**src/rtl/pmc_pkg.sv**
```systemverilog
package pmc_pkg;

  typedef enum logic [1:0] {
    ST_AWAKE = 2'd0,
    ST_SLEEP = 2'd1,
    ST_WAKE  = 2'd2
  } sleep_st_e;

  localparam int ADDR_CTRL = 0;
  localparam int ADDR_TXEN = 1;
  localparam int ADDR_SCR  = 2;
  localparam int CMD_W     = 4;
  localparam int SLEEP_BIT = 4;
  localparam int TX_W      = 2;

endpackage

```
**src/rtl/pmc_pin_sample.sv**
```systemverilog
module pmc_pin_sample (
  input  logic clk,
  input  logic rst,
  input  logic pd_n_i,
  output logic hard_o
);

  logic hard_q;

  always_ff @(posedge clk) begin
    if (rst) hard_q <= 1'b0;
    else     hard_q <= ~pd_n_i;
  end

  assign hard_o = hard_q;

  p_pin_follow_r2: assert property (@(posedge clk) disable iff (rst)
    !pd_n_i |=> hard_o);

endmodule

```
**src/rtl/pmc_sleep_seq.sv**
```systemverilog
module pmc_sleep_seq
  import pmc_pkg::*;
#(
  parameter int WAKE_CYCLES = 1024
) (
  input  logic      clk,
  input  logic      rst,
  input  logic      hard_i,
  input  logic      set_i,
  input  logic      clr_i,
  output sleep_st_e state_o
);

  localparam int CNT_W = (WAKE_CYCLES > 1) ? $clog2(WAKE_CYCLES) : 1;
  localparam logic [CNT_W-1:0] CNT_LAST = CNT_W'(WAKE_CYCLES - 1);

  sleep_st_e        state_q, state_d;
  logic [CNT_W-1:0] cnt_q, cnt_d;

  always_comb begin
    state_d = state_q;
    cnt_d   = cnt_q;
    if (hard_i) begin
      state_d = ST_AWAKE;
      cnt_d   = '0;
    end else begin
      unique case (state_q)
        ST_AWAKE: if (set_i) state_d = ST_SLEEP;
        ST_SLEEP: begin
          if (clr_i) begin
            state_d = ST_WAKE;
            cnt_d   = '0;
          end
        end
        ST_WAKE: begin
          if (set_i) begin
            state_d = ST_SLEEP;
            cnt_d   = '0;
          end else if (cnt_q == CNT_LAST) begin
            state_d = ST_AWAKE;
            cnt_d   = '0;
          end else begin
            cnt_d = cnt_q + 1'b1;
          end
        end
        default: state_d = ST_AWAKE;
      endcase
    end
  end

  always_ff @(posedge clk) begin
    if (rst) begin
      state_q <= ST_AWAKE;
      cnt_q   <= '0;
    end else begin
      state_q <= state_d;
      cnt_q   <= cnt_d;
    end
  end

  assign state_o = state_q;

  p_enter_r5: assert property (@(posedge clk) disable iff (rst)
    (state_q == ST_AWAKE && !hard_i && set_i) |=> state_q == ST_SLEEP);

  p_wake_step_r7: assert property (@(posedge clk) disable iff (rst)
    (state_q == ST_WAKE && !hard_i && !set_i && cnt_q != CNT_LAST)
      |=> (state_q == ST_WAKE && cnt_q == CNT_W'($past(cnt_q) + 1'b1)));

  p_wake_done_r7: assert property (@(posedge clk) disable iff (rst)
    (state_q == ST_WAKE && !hard_i && !set_i && cnt_q == CNT_LAST)
      |=> state_q == ST_AWAKE);

  p_abort_r8: assert property (@(posedge clk) disable iff (rst)
    (state_q == ST_WAKE && !hard_i && set_i) |=> (state_q == ST_SLEEP && cnt_q == '0));

  p_hard_wins_r9: assert property (@(posedge clk) disable iff (rst)
    hard_i |=> state_q == ST_AWAKE);

endmodule

```
**src/rtl/pmc_regfile.sv**
```systemverilog
module pmc_regfile
  import pmc_pkg::*;
#(
  parameter int DATA_W = 8,
  parameter int ADDR_W = 2
) (
  input  logic              clk,
  input  logic              rst,
  input  logic              hard_i,
  input  logic [ADDR_W-1:0] addr_i,
  input  logic              we_i,
  input  logic [DATA_W-1:0] wdata_i,
  input  logic              sleep_bit_i,
  output logic [TX_W-1:0]   tx_en_o,
  output logic              set_o,
  output logic              clr_o,
  output logic [DATA_W-1:0] rdata_o
);

  logic [CMD_W-1:0]  cmd_q;
  logic [TX_W-1:0]   tx_q;
  logic [DATA_W-1:0] scr_q;
  logic [DATA_W-1:0] rdata_q, rd_mux;
  logic              wr_ok, sel_ctrl, sel_tx, sel_scr;

  assign wr_ok    = we_i && !hard_i;
  assign sel_ctrl = addr_i == ADDR_W'(ADDR_CTRL);
  assign sel_tx   = addr_i == ADDR_W'(ADDR_TXEN);
  assign sel_scr  = addr_i == ADDR_W'(ADDR_SCR);

  assign set_o = wr_ok && sel_ctrl &&  wdata_i[SLEEP_BIT];
  assign clr_o = wr_ok && sel_ctrl && !wdata_i[SLEEP_BIT];

  always_ff @(posedge clk) begin
    if (rst || hard_i) begin
      cmd_q <= '0;
      tx_q  <= '0;
      scr_q <= '0;
    end else if (wr_ok) begin
      if (sel_ctrl) cmd_q <= wdata_i[CMD_W-1:0];
      if (sel_tx)   tx_q  <= wdata_i[TX_W-1:0];
      if (sel_scr)  scr_q <= wdata_i;
    end
  end

  always_comb begin
    rd_mux = '0;
    if (sel_ctrl) begin
      rd_mux[CMD_W-1:0] = cmd_q;
      rd_mux[SLEEP_BIT] = sleep_bit_i;
    end else if (sel_tx) begin
      rd_mux[TX_W-1:0] = tx_q;
    end else if (sel_scr) begin
      rd_mux = scr_q;
    end
  end

  always_ff @(posedge clk) begin
    if (rst)          rdata_q <= '0;
    else if (!hard_i) rdata_q <= rd_mux;
  end

  assign tx_en_o = tx_q;
  assign rdata_o = rdata_q;

  p_hard_clear_r4: assert property (@(posedge clk) disable iff (rst)
    hard_i |=> (cmd_q == '0 && tx_q == '0 && scr_q == '0));

  p_rdata_hold_r3: assert property (@(posedge clk) disable iff (rst)
    hard_i |=> $stable(rdata_o));

  p_keep_r6: assert property (@(posedge clk) disable iff (rst)
    (!hard_i && !we_i) |=> ($stable(cmd_q) && $stable(tx_q) && $stable(scr_q)));

endmodule

```
**src/rtl/pmc_out_ctrl.sv**
```systemverilog
module pmc_out_ctrl
  import pmc_pkg::*;
(
  input  logic            clk,
  input  logic            rst,
  input  logic            hard_i,
  input  sleep_st_e       state_i,
  input  logic [TX_W-1:0] tx_en_i,
  output logic            osc_en_o,
  output logic            in_isolate_o,
  output logic            out_freeze_o,
  output logic            drv_a_en_o,
  output logic            drv_b_en_o,
  output logic            sleep_pd_o,
  output logic            tx_pd_o,
  output logic            ready_o
);

  logic awake;

  assign awake        = !hard_i && state_i == ST_AWAKE;
  assign osc_en_o     = !hard_i && state_i != ST_SLEEP;
  assign in_isolate_o = hard_i;
  assign out_freeze_o = hard_i;
  assign drv_a_en_o   = awake && tx_en_i[0];
  assign drv_b_en_o   = awake && tx_en_i[1];
  assign sleep_pd_o   = state_i != ST_AWAKE;
  assign tx_pd_o      = !(&tx_en_i);
  assign ready_o      = awake && !tx_pd_o;

  p_ready_r11: assert property (@(posedge clk) disable iff (rst)
    ready_o |-> (osc_en_o && !in_isolate_o && drv_a_en_o && drv_b_en_o && !sleep_pd_o));

  p_iso_r2: assert property (@(posedge clk) disable iff (rst)
    in_isolate_o |-> (!osc_en_o && out_freeze_o && !drv_a_en_o && !drv_b_en_o));

  p_tx_r10: assert property (@(posedge clk) disable iff (rst)
    tx_pd_o |-> !(drv_a_en_o && drv_b_en_o));

endmodule

```
**src/rtl/pmc_power_ctrl.sv**
```systemverilog
module pmc_power_ctrl
  import pmc_pkg::*;
#(
  parameter int DATA_W      = 8,
  parameter int ADDR_W      = 2,
  parameter int WAKE_CYCLES = 1024
) (
  input  logic              clk,
  input  logic              rst,
  input  logic              pd_n_i,
  input  logic [ADDR_W-1:0] reg_addr_i,
  input  logic              reg_we_i,
  input  logic [DATA_W-1:0] reg_wdata_i,
  output logic [DATA_W-1:0] reg_rdata_o,
  output logic              osc_en_o,
  output logic              in_isolate_o,
  output logic              out_freeze_o,
  output logic              drv_a_en_o,
  output logic              drv_b_en_o,
  output logic              hard_pd_o,
  output logic              sleep_pd_o,
  output logic              tx_pd_o,
  output logic              ready_o
);

  logic            hard;
  logic            set_req, clr_req;
  logic [TX_W-1:0] tx_en;
  sleep_st_e       state;

  pmc_pin_sample u_pin (
    .clk    (clk),
    .rst    (rst),
    .pd_n_i (pd_n_i),
    .hard_o (hard)
  );

  pmc_regfile #(.DATA_W(DATA_W), .ADDR_W(ADDR_W)) u_regs (
    .clk         (clk),
    .rst         (rst),
    .hard_i      (hard),
    .addr_i      (reg_addr_i),
    .we_i        (reg_we_i),
    .wdata_i     (reg_wdata_i),
    .sleep_bit_i (state != ST_AWAKE),
    .tx_en_o     (tx_en),
    .set_o       (set_req),
    .clr_o       (clr_req),
    .rdata_o     (reg_rdata_o)
  );

  pmc_sleep_seq #(.WAKE_CYCLES(WAKE_CYCLES)) u_seq (
    .clk     (clk),
    .rst     (rst),
    .hard_i  (hard),
    .set_i   (set_req),
    .clr_i   (clr_req),
    .state_o (state)
  );

  pmc_out_ctrl u_out (
    .clk          (clk),
    .rst          (rst),
    .hard_i       (hard),
    .state_i      (state),
    .tx_en_i      (tx_en),
    .osc_en_o     (osc_en_o),
    .in_isolate_o (in_isolate_o),
    .out_freeze_o (out_freeze_o),
    .drv_a_en_o   (drv_a_en_o),
    .drv_b_en_o   (drv_b_en_o),
    .sleep_pd_o   (sleep_pd_o),
    .tx_pd_o      (tx_pd_o),
    .ready_o      (ready_o)
  );

  assign hard_pd_o = hard;

endmodule

```
**config.mk**
```make
export PLATFORM = sky130hd
export DESIGN_NAME = pmc_power_ctrl
export DESIGN_NICKNAME = d
export VERILOG_FILES = /design/src/rtl/pmc_pkg.sv /design/src/rtl/pmc_pin_sample.sv /design/src/rtl/pmc_sleep_seq.sv /design/src/rtl/pmc_regfile.sv /design/src/rtl/pmc_out_ctrl.sv /design/src/rtl/pmc_power_ctrl.sv
export SDC_FILE = /design/constraint.sdc
export NUM_CORES = 1
export LEC_CHECK = 0
export BUFFER_PORTS_ARGS = -buffer_cell sky130_fd_sc_hd__buf_2
export CAP_MARGIN = 20
export CORE_MARGIN = 1.5
export CORE_UTILIZATION = 48
export CTS_BUF_LIST = sky130_fd_sc_hd__clkbuf_8 sky130_fd_sc_hd__clkbuf_16
export CTS_CLUSTER_DIAMETER = 100
export DETAILED_ROUTE_END_ITERATION = 10
export GPL_ROUTABILITY_DRIVEN = 0
export HOLD_SLACK_MARGIN = 0.06
export PLACE_DENSITY = 0.76
export SLEW_MARGIN = 20
export SYNTH_ARGS = -nofsm -noshare
export SYNTH_HDL_FRONTEND = slang
export SYNTH_SLANG_ARGS = --single-unit
```
**constraint.sdc**
```tcl
create_clock -name clk -period 2.6 [get_ports clk]
set_input_delay 0.52 -clock clk [delete_from_list [all_inputs] [get_ports clk]]
set_output_delay 0.52 -clock clk [all_outputs]
set_load 0.1 [all_outputs]
```
==> results.cfg <==
[detailed_routing]
drt_iter0_drc = 88
drc = 0
wire_per_inst_um = 12.9
drt-vias-per-instance = 5.25
wl_mm = 3.30
drt_pass1_iterations = 4
vias = 1340
ant_nets = 0

[logic_synthesis]
synth-seq-cells = 35
yosysUniqueCellTypes = 40
syn-cell-area_mm2 = 0.00164
synth_nets = 197
muxShareOfSynthArea = 0.124
syn_inst = 182
ys_async_sr_fraction = 0
synth_xor_xnor_area_share = 0
ys.flop_type = dfxtp_1
yosysSeqAreaShare = 0.427
synth_top_family_by_area = simple AND/OR/NAND/NOR gates
synthAdderAreaFrac = 0.00762
synth_compound_area_frac = 0.133
yosys_warnings = 0
synth-edff-count = 0
postSynthAreaPerCell_um2 = 9.03
yosys.area_share.simple = 0.258

[power_and_ir_drop]
p_comb_frac = 0.093
peakVddDrop_uv = 435
power.leakage_nw = 0.716
p_per_area_mw_per_mm2 = 602
pwr-share-clk = 0.433
seq_power_share = 0.474
p_int_w = 0.000882
power_switching_w = 0.000272
switching_share = 0.236

[global_route]
grt_pass1_wl_mm = 5.34
grt_usage = 0.194
grt_max_degree = 27
grt_busiest_layer = met2
grt_pass1_vias = 1170
grtUsageMet3 = 0.0777
use_met1 = 0.251
grt_overflow = 0
grtUsageMet2 = 0.290
antenna_found_initial = 0

[sta]
worst_pin_slew_ns = 0.641
min_period_over_period = 0.845
finalSetupViolations = 0
period_needed_ns = 2.20
slew_violations = 0
slew_headroom = 0.573
fmax_ghz = 0.455
hold_viol = 0
tns_ns = 0
finClkSkew_ns = 0.00499
rsz0062_at_grt = false

[clock_tree]
numCtsBuffers = 5
cts.sinks = 35
clockBufferDepth = 2
post_cts_buffers = 0
root_buffer = clkbuf_8
clk_pin_slew_ns = 0.07
tritoncts = yes
cts-htree-levels = 2
holdBufCountCts = 0
ctsResizeCount = 0
insertion_delay_ns = 0.29

[layout]
nNetsFinal = 223
area_growth_pct = 16.7
mostFrequentLayoutCells = dfxtp_1 (35), buf_2 (30), nand2_1 (22)
stdcell_area_mm2 = 0.00192
seq_area_um2 = 701
stdcell_count = 255
fillCellCount = 325
final_util = 0.579
drive_gt1_frac = 0.244
multi_input_area_um2 = 868
n_antenna_cell = 0
layout_commonest_cell = dfxtp_1

[setup_path]
r2r-end = u_seq.cnt_q[6]
worstSetupPathType = register to output port
reg2reg_from = u_pin.hard_o
startpoint_type = register
crit_arrival_ns = 1.68
required_ns = 2.08
rrSetupSlack_ns = 0.74
worstPathMaxFanout = 5
cp-endpoint = drv_a_en_o
end_kind = output port
r2r_cells = 5
cp-startpoint = u_seq.state_o[1]

[placement]
io_buffers = 30
dpl_cell_area_mm2 = 0.00180
dp.cells = 247
dp_hpwl_mm = 2.32

[outcome]
status = finished clean

[die]
boundaryPins = 31
core_mm2 = 0.00331
fp.dieH_um = 61.5
std_cell_rows = 21
start_util = 0.496
die_width_um = 61.5
design.die.area_mm2 = 0.00378

[hold_path]
hold_class = input pin to register

[flow_run]
drv_cap = 0
==> worst min-delay path by stage <==
stage / start / end / cells past startpoint
3_5_place_dp: u_regs.rdata_o[7] / u_regs.rdata_o[7] / 2
4_1_cts: pd_n_i / u_pin.hard_o / 2
2_1_floorplan: u_seq.cnt_q[9] / u_seq.cnt_q[9] / 1
5_1_grt: pd_n_i / u_pin.hard_o / 2
3_3_place_gp: u_regs.rdata_o[7] / u_regs.rdata_o[7] / 2
6_report: pd_n_i / u_pin.hard_o / 2
==> cells in the mapped netlist (all sizes together), types with 2 or more instances <==
cell type / n / area share
buf: 7 / 0.032
mux2: 3 / 0.021
nor2b: 2 / 0.0076
dfxtp: 35 / 0.43
a211oi: 2 / 0.0091
a31oi: 5 / 0.019
a21oi: 14 / 0.045
nand4b: 2 / 0.011
nand3b: 5 / 0.023
or2: 2 / 0.0076
nand4: 4 / 0.015
nand2: 22 / 0.050
nand3: 7 / 0.021
and2: 2 / 0.0076
mux2i: 17 / 0.10
nor3: 5 / 0.015
a311oi: 2 / 0.011
o2bb2ai: 2 / 0.011
clkbuf: 6 / 0.014
inv: 2 / 0.0046
nor2: 20 / 0.046
==> sequential cells by signal, summed over array words and instances (netlist names) <==
| name | count |
|---|---|
| u_regs.cmd_q | 4 |
| u_seq.state_o | 2 |
| u_regs.rdata_o | 8 |
| u_pin.hard_o | 1 |
| u_regs.tx_en_o | 2 |
| u_regs.scr_q | 8 |
| u_seq.cnt_q | 10 |
==> worst max-delay path, stage by stage, from the launching register on <==
cell     delay, ns
dfxtp_1       0.37
or2_2         0.37
nor2_1        0.11
and2_1        0.13
buf_2         0.41
==> metal layers <==
metal	vias up	part of all wire
met5	-	0
met4	0	0.017
met3	6	0.051
met2	32	0.47
met1	600	0.46
li1	702	-
==> area by class of cell <==
class                   instances  area share
flip-flops and latches         35       0.366
repair buffers                 32      0.0862
well taps                      46      0.0300
inverters                       2     0.00392
multi-input cells             132       0.453
clock inverters                 2      0.0183
clock buffers                   6      0.0431
==> power groups by stage <==
stage | Combinational (W) | Sequential, W | Clock (W)
5_1_grt | 0.000116 | 0.000547 | 0.000537
3_3_place_gp | 0.000108 | 0.000559 | 0
2_1_floorplan | 0.0000753 | 0.000570 | 0
4_1_cts | 0.000109 | 0.000547 | 0.000519
3_5_place_dp | 0.000109 | 0.000559 | 0
6_report | 0.000108 | 0.000547 | 0.000499
==> through the flow <==
stage               setup slack (ns)  hold slack [ns]  total power (W)
global route                   0.263            0.362          0.00120
CTS                            0.383            0.360          0.00117
global placement               0.407            0.442         0.000667
detailed placement             0.349            0.456         0.000668
finish                         0.404            0.373          0.00115
floorplan                     -0.347            0.448         0.000645
==> cells by family after synthesis <==
family | Yosys count
AO/OA/AOI/OAI | 32
multiplexers | 20
AND/OR/NAND/NOR | 79
flip-flops | 35
adder cells (fa/ha/maj) | 1
buffers and inverters | 15
No activity file was read; power rests on OpenSTA's default activity.
